[config.mk]
export PLATFORM = sky130hd
export DESIGN_NAME = emmc_boot_seq
export DESIGN_NICKNAME = d
export VERILOG_FILES = /design/src/rtl/emmc_boot_pkg.sv /design/src/rtl/boot_tmo_ctr.sv /design/src/rtl/boot_blk_ctr.sv /design/src/rtl/boot_ack_shift.sv /design/src/rtl/boot_sts_reg.sv /design/src/rtl/emmc_boot_seq.sv
export SDC_FILE = /design/constraint.sdc
export NUM_CORES = 1
export LEC_CHECK = 0
export ABC_AREA = 1
export CAP_MARGIN = 10
export CORE_ASPECT_RATIO = 1.2
export CORE_MARGIN = 5
export CORE_UTILIZATION = 55
export DETAILED_ROUTE_END_ITERATION = 6
export PLACE_DENSITY_LB_ADDON = 0.08
export SETUP_SLACK_MARGIN = 0.5
export SLEW_MARGIN = 15
export SYNTH_ARGS = -nofsm -noshare
export SYNTH_HDL_FRONTEND = slang
export SYNTH_SLANG_ARGS = --single-unit
export TNS_END_PERCENT = 100
[constraint.sdc]
create_clock -name clk -period 2.56 [get_ports clk]
set_input_delay 0.512 -clock clk [delete_from_list [all_inputs] [get_ports clk]]
set_output_delay 0.512 -clock clk [all_outputs]
set_load 0.02 [all_outputs]
[src/rtl/emmc_boot_pkg.sv]
package emmc_boot_pkg;

  typedef enum logic [2:0] {
    ST_IDLE = 3'd0,
    ST_ACKW = 3'd1,
    ST_ACKB = 3'd2,
    ST_DATA = 3'd3,
    ST_DONE = 3'd4
  } bst_t;

  localparam int NSTS   = 5;
  localparam int IX_ACK = 0;
  localparam int IX_CMP = 1;
  localparam int IX_TMO = 2;
  localparam int IX_CRC = 3;
  localparam int IX_END = 4;

  // frame bits: [2] first after start, [1] second, [0] end bit
  // returns {end_err, crc_err}
  function automatic logic [1:0] ack_judge(input logic [2:0] b);
    return {~b[0], (b[2:1] != 2'b10)};
  endfunction

  function automatic logic ack_shaped(input logic [2:0] b);
    return b == 3'b101;
  endfunction

endpackage

[src/rtl/boot_tmo_ctr.sv]
module boot_tmo_ctr #(
  parameter int TMO_W = 16
) (
  input  logic             clk,
  input  logic             rst_n,
  input  logic             clr,
  input  logic             load,
  input  logic             run,
  input  logic [TMO_W-1:0] val,
  output logic             expire
);
  logic [TMO_W-1:0] cnt;

  function automatic logic [TMO_W-1:0] eff_load(input logic [TMO_W-1:0] v);
    return (v == '0) ? TMO_W'(1) : v;
  endfunction

  assign expire = run && (cnt <= TMO_W'(1));

  always_ff @(posedge clk or negedge rst_n) begin
    if (!rst_n)              cnt <= '0;
    else if (clr)            cnt <= '0;
    else if (load)           cnt <= eff_load(val);
    else if (run && !expire) cnt <= cnt - TMO_W'(1);
  end
endmodule

[src/rtl/boot_blk_ctr.sv]
module boot_blk_ctr #(
  parameter int BLK_W = 8
) (
  input  logic             clk,
  input  logic             rst_n,
  input  logic             clr,
  input  logic             inc,
  input  logic [BLK_W-1:0] target,
  output logic             last
);
  logic [BLK_W-1:0] cnt;

  function automatic logic reach(input logic [BLK_W-1:0] done_n,
                                 input logic [BLK_W-1:0] tgt);
    logic [BLK_W:0] nxt, lim;
    nxt = {1'b0, done_n} + (BLK_W+1)'(1);
    lim = (tgt == '0) ? (BLK_W+1)'(1) : {1'b0, tgt};
    return nxt >= lim;
  endfunction

  assign last = reach(cnt, target);

  always_ff @(posedge clk or negedge rst_n) begin
    if (!rst_n)   cnt <= '0;
    else if (clr) cnt <= '0;
    else if (inc) cnt <= cnt + BLK_W'(1);
  end
endmodule

[src/rtl/boot_ack_shift.sv]
module boot_ack_shift (
  input  logic       clk,
  input  logic       rst_n,
  input  logic       clr,
  input  logic       shift,
  input  logic       din,
  output logic [2:0] bits,
  output logic       last
);
  logic [1:0] sh;
  logic [1:0] idx;

  assign bits = {sh, din};
  assign last = (idx == 2'd2);

  always_ff @(posedge clk or negedge rst_n) begin
    if (!rst_n) begin
      sh  <= '0;
      idx <= '0;
    end else if (clr) begin
      sh  <= '0;
      idx <= '0;
    end else if (shift) begin
      sh  <= {sh[0], din};
      idx <= idx + 2'd1;
    end
  end
endmodule

[src/rtl/boot_sts_reg.sv]
module boot_sts_reg #(
  parameter int N = 5
) (
  input  logic         clk,
  input  logic         rst_n,
  input  logic [N-1:0] set,
  input  logic [N-1:0] clr,
  output logic [N-1:0] q
);
  for (genvar i = 0; i < N; i++) begin : g_bit
    always_ff @(posedge clk or negedge rst_n) begin
      if (!rst_n)      q[i] <= 1'b0;
      else if (set[i]) q[i] <= 1'b1;
      else if (clr[i]) q[i] <= 1'b0;
    end
  end
endmodule

[src/rtl/emmc_boot_seq.sv]
module emmc_boot_seq
  import emmc_boot_pkg::*;
#(
  parameter int TMO_W = 16,
  parameter int BLK_W = 8
) (
  input  logic             clk,
  input  logic             rst_n,
  input  logic             boot_en,
  input  logic             dir_read,
  input  logic             ack_wait_en,
  input  logic [TMO_W-1:0] tmo_val,
  input  logic [BLK_W-1:0] blk_target,
  input  logic             dat0,
  input  logic             blk_rcvd,
  input  logic [NSTS-1:0]  sts_clr,
  output logic             cmd_low,
  output logic [NSTS-1:0]  sts,
  output logic             soft_rst
);
  bst_t st, st_d;
  logic spent, sniff_on, sniff_cap;

  // named internal events
  logic active, abort, start, ack_start;
  logic tmo_run, tmo_load, tmo_exp;
  logic sh_clr, sh_shift, sh_last;
  logic [2:0] bits;
  logic [1:0] verdict;
  logic ack_done, sniff_arm, sniff_done;
  logic blk_inc, blk_last;
  logic [NSTS-1:0] set_vec;

  assign active     = (st == ST_ACKW) || (st == ST_ACKB) || (st == ST_DATA);
  assign abort      = active && !boot_en;
  assign start      = (st == ST_IDLE) && boot_en && dir_read && !spent;
  assign ack_start  = (st == ST_ACKW) && !abort && !dat0;
  assign tmo_run    = !abort && (((st == ST_ACKW) && dat0) ||
                                 ((st == ST_DATA) && !blk_rcvd));
  assign ack_done   = (st == ST_ACKB) && !abort && sh_last;
  assign sniff_arm  = (st == ST_DATA) && !abort && !blk_rcvd &&
                      sniff_on && !sniff_cap && !dat0;
  assign sniff_done = (st == ST_DATA) && !abort && !blk_rcvd &&
                      sniff_cap && sh_last;
  assign blk_inc    = (st == ST_DATA) && !abort && blk_rcvd;
  assign soft_rst   = (st == ST_DONE) && !sts[IX_CMP];
  assign cmd_low    = active;

  assign sh_clr   = soft_rst || ack_start || sniff_arm;
  assign sh_shift = ((st == ST_ACKB) && !abort) ||
                    ((st == ST_DATA) && !abort && !blk_rcvd && sniff_cap);
  assign tmo_load = start || ack_done || tmo_exp || (blk_inc && !blk_last);
  assign verdict  = ack_judge(bits);

  always_comb begin
    set_vec         = '0;
    set_vec[IX_ACK] = ack_done && (verdict == 2'b00);
    set_vec[IX_CRC] = (ack_done && verdict[0]) ||
                      (sniff_done && ack_shaped(bits));
    set_vec[IX_END] = ack_done && verdict[1];
    set_vec[IX_TMO] = tmo_exp;
    set_vec[IX_CMP] = abort || (blk_inc && blk_last);
  end

  always_comb begin
    st_d = st;
    unique case (st)
      ST_IDLE: if (start) st_d = ack_wait_en ? ST_ACKW : ST_DATA;
      ST_ACKW: if (abort) st_d = ST_DONE;
               else if (!dat0) st_d = ST_ACKB;
               else if (tmo_exp) st_d = ST_DATA;
      ST_ACKB: if (abort) st_d = ST_DONE;
               else if (sh_last) st_d = ST_DATA;
      ST_DATA: if (abort || (blk_inc && blk_last)) st_d = ST_DONE;
      ST_DONE: if (soft_rst) st_d = ST_IDLE;
      default: st_d = ST_IDLE;
    endcase
  end

  always_ff @(posedge clk or negedge rst_n) begin
    if (!rst_n) begin
      st        <= ST_IDLE;
      spent     <= 1'b0;
      sniff_on  <= 1'b0;
      sniff_cap <= 1'b0;
    end else begin
      st    <= st_d;
      spent <= boot_en && (spent || start);
      if (start) begin
        sniff_on  <= !ack_wait_en;
        sniff_cap <= 1'b0;
      end else if (soft_rst || blk_inc) begin
        sniff_on  <= 1'b0;
        sniff_cap <= 1'b0;
      end else if (sniff_arm) begin
        sniff_cap <= 1'b1;
      end else if (sniff_done) begin
        sniff_on  <= 1'b0;
        sniff_cap <= 1'b0;
      end
    end
  end

  boot_tmo_ctr #(.TMO_W(TMO_W)) u_tmo (
    .clk(clk), .rst_n(rst_n), .clr(soft_rst), .load(tmo_load),
    .run(tmo_run), .val(tmo_val), .expire(tmo_exp)
  );

  boot_blk_ctr #(.BLK_W(BLK_W)) u_blk (
    .clk(clk), .rst_n(rst_n), .clr(start || soft_rst), .inc(blk_inc),
    .target(blk_target), .last(blk_last)
  );

  boot_ack_shift u_sh (
    .clk(clk), .rst_n(rst_n), .clr(sh_clr), .shift(sh_shift),
    .din(dat0), .bits(bits), .last(sh_last)
  );

  boot_sts_reg #(.N(NSTS)) u_sts (
    .clk(clk), .rst_n(rst_n), .set(set_vec), .clr(sts_clr), .q(sts)
  );

  // CMD only goes low after an enabled read request
  a_r1_start_needs_read: assert property (@(posedge clk) disable iff (!rst_n)
    $rose(cmd_low) |-> $past(boot_en && dir_read));

  // dropping the enable releases CMD on the next edge
  a_r8_abort_release: assert property (@(posedge clk) disable iff (!rst_n)
    (cmd_low && !boot_en) |=> !cmd_low);

  // CMD release always comes with the completion flag
  a_r7_release_flags_done: assert property (@(posedge clk) disable iff (!rst_n)
    $fell(cmd_low) |-> sts[IX_CMP]);

  // soft reset leaves the sequencer idle with CMD released
  a_r10_softrst_idle: assert property (@(posedge clk) disable iff (!rst_n)
    soft_rst |=> (st == ST_IDLE) && !cmd_low);

  // a good ack verdict never coincides with a frame error
  a_r5_verdict_excl: assert property (@(posedge clk) disable iff (!rst_n)
    set_vec[IX_ACK] |-> !set_vec[IX_CRC] && !set_vec[IX_END]);

  // a timeout with the enable still high keeps CMD low
  a_r4_tmo_keeps_cmd: assert property (@(posedge clk) disable iff (!rst_n)
    (tmo_exp && boot_en) |=> cmd_low);
endmodule

==> flow_summary.yaml <==
drt:
  drtIter0Drc: 142
  drt-pass1-iter-count: 4
  detail_route.vias_per_cell: 5.327
  num_vias: 2738
  wl_per_cell_um: 14.05
  route.detailed.drc: 0
  wl_um: 7223
  drt.antenna.violating_nets: 0
sta:
  tightest_slew_ns: 0.8984
  finClkSkew_ns: 0.01112
  setup_viol: 0
  max_freq_mhz: 412.9
  hold_slack_ns: 0.3424
  worst_slack_ns: 0.1381
  relSlewSlack: 0.4011
  setup_tns_ns: 0
  rsz0062_at_grt: "true"
  min_period_ns: 2.422
  drv_slew: 0
  hold_viol: 0
  period_share: 0.9460
power:
  peakVddDrop_uv: 667.1
  combPwrFrac: 0.560
  power.density_nw_per_um2: 938.7
  switching_share: 0.4567
  switchingPower_uw: 1619
  sequentialPowerShare: 0.286
  power_leakage_uw: 0.001895
  p_int_uw: 1927
  pwr-share-clk: 0.154
floorplan:
  ios: 43
  core_um2: 5010
  start_util: 0.5742
  die_w_um: 76.02
  std_cell_rows: 28
  fp.dieH_um: 89.22
  die_area_um2: 6782
synthesis:
  yosys.area.top_type: "dfrtp_1"
  ys_seq_elements: 39
  synth_cell_types: 43
  synth_area_leaders: "dfrtp_1, nand2_1, inv_1"
  synth_common_cells: "nand2_1, inv_1, dfrtp_1"
  avgSynthCellArea_um2: 7.452
  yosysMostFrequentCell: "nand2_1"
  synth_edf_count: 0
  async_reset_ff_frac: 1.000
  synth_top_area_frac: 0.3393
  yosys_warnings: 0
  synth_area_um2: 2877
  synth-main-ff-cell: "dfrtp_1"
  synth-seq-area-share: 0.3393
  netlist_instances: 386
  synthesis.nets: 434
status:
  status: "finished clean"
clock_tree:
  ctsLongestPathBuffers: 2
  path_clk_slew_ns: 0.09
  cts_buffers: 5
  htreeDepth: 2
  cts_root_buf: "clkbuf_8"
  cts_tree: "yes"
  clock_sinks: 39
  clock_latency_ns: 0.29
  hold_buffers: 0
final_layout:
  fin_area_um2: 3777
  finish.utilization: 0.7540
  layout-drive-gt1-share: 0.1872
  n_antenna_cell: 0
  syn_to_final_growth_pct: 31.32
  num-nets-final: 501
  fill_cells: 395
critical_path:
  cp_max_fo: 8
  worstPathRequired_ns: 2.75
  r2r_cells: 17
  cp-end-kind: "flop"
  arrival_ns: 2.61
  worstSetupPathType: "flop to flop"
  crit_path_start_kind: "flop"
global_route:
  grt_overflow: 0
  antenna_found_initial: 0
  grt_pass1_vias: 2863
  grt_max_degree: 40
  grt_pass1_wl_um: 12650
  track_usage: 0.2295
placed_design:
  place_area_um2: 3425
  dp_slack_ns: -0.2610
  gp_congestion: 0.8246
  port_buffers: 42
  dp_hpwl_um: 5086
min_path:
  min_path_type: "input port to async pin"
flow_run:
  cap_violations: 0
[worst paths after layout]
| path | endpoint | slack (ns) | start |
|---|---|---|---|
| max in group asynchronous | u_blk.cnt[0]$_DFFE_PN0P_ | 1.60 | rst_n |
| min in group clk | u_sh.idx[1]$_DFFE_PN0P_ | 0.52 | u_sh.idx[1]$_DFFE_PN0P_ |
| min reg2reg | u_sh.idx[1]$_DFFE_PN0P_ | 0.52 | u_sh.idx[1]$_DFFE_PN0P_ |
| max | u_tmo.cnt[3]$_DFFE_PN0P_ | 0.14 | u_blk.cnt[0]$_DFFE_PN0P_ |
| min | u_tmo.cnt[6]$_DFFE_PN0P_ | 0.34 | rst_n |
| max reg2reg | u_tmo.cnt[3]$_DFFE_PN0P_ | 0.14 | u_blk.cnt[0]$_DFFE_PN0P_ |
[state kept, by name, summed over array words and instances (netlist names)]
register   flops
sniff_cap      1
sniff_on       1
spent          1
st             3
u_blk.cnt      8
u_sh.idx       2
u_sh.sh        2
u_sts.q        5
u_tmo.cnt     16
[routing by layer]
| layer | vias up | global-route usage | share of wire | wire (µm) |
|---|---|---|---|---|
| met5 | - | 0 | 0 | 0 |
| met4 | 0 | 0.1133 | 0.030 | 214 |
| met3 | 19 | 0.05343 | 0.038 | 272 |
| met2 | 53 | 0.4174 | 0.52 | 3789 |
| met1 | 1294 | 0.2534 | 0.41 | 2946 |
| li1 | 1372 | - | - | - |
[layout by cell type, fill, tap and decap left out, types with 6 or more instances in the layout]
cell,count
nand2_1,110
inv_1,50
dfrtp_1,37
clkdlybuf4s50_1,33
nand3_1,29
nor2_1,27
buf_4,20
xor2_1,12
ha_1,11
o21ai_0,10
nand3_2,8
nand3b_1,8
nor2_2,7
dlygate4sd2_1,7
a21oi_1,6
nand2_2,6
clkbuf_8,6
[repair_timing]
action,CTS,global route
gates cloned,2,0
setup buffers,6,4
endpoints found under the setup margin,22,25
pin swaps,22,15
gates resized for setup,34,10
[stage by stage]
stage | cells | power, µW
6_report | 514 | 3546
5_1_grt | 514 | 3877
4_1_cts | 510 | 3520
3_5_place_dp | 494 | 2865
3_3_place_gp | 494 | 2804
2_1_floorplan | 386 | 2419
[logic make-up after synthesis]
family                     share of synthesized area
DFF                                           0.3393
AOI/OAI and AO/OA                            0.08439
and+or+nand+nor                               0.3767
xor gates and xnor gates                     0.05176
adders and majority gates                    0.05220
buffers and inverters                        0.09569
[critical path: stages, from the launching register on]
cell	delay [ns]
dfrtp_2	0.42
ha_4	0.17
nand3_4	0.09
xor2_2	0.19
ha_1	0.32
nand2_1	0.08
nor2_1	0.05
nand2_1	0.05
nand3_1	0.08
nand2_1	0.07
nand2_1	0.05
nand2_2	0.09
nand3_4	0.19
buf_8	0.21
nand3b_1	0.08
nand2_1	0.05
nand2_1	0.06
nand2_1	0.05
[layout make-up]
type | instances | area, µm² | share of cell area
clock buffer | 6 | 82.58 | 0.02186
clock inverter | 2 | 35.03 | 0.009275
inverter | 56 | 235.2 | 0.06227
multi-input combinational | 286 | 1757 | 0.4651
sequential | 39 | 978.4 | 0.2590
tap | 60 | 75.07 | 0.01987
timing repair buffer | 65 | 614.3 | 0.1626
[power by group through the flow]
stage          Sequential (µW)  Clock (µW)  Combinational (µW)
2_1_floorplan              986           0                1430
3_3_place_gp              1010           0                1800
3_5_place_dp              1020           0                1850
4_1_cts                   1000         554                1960
5_1_grt                   1040         593                2240
6_report                  1010         547                1990
No activity file was read; power rests on OpenSTA's default activity.
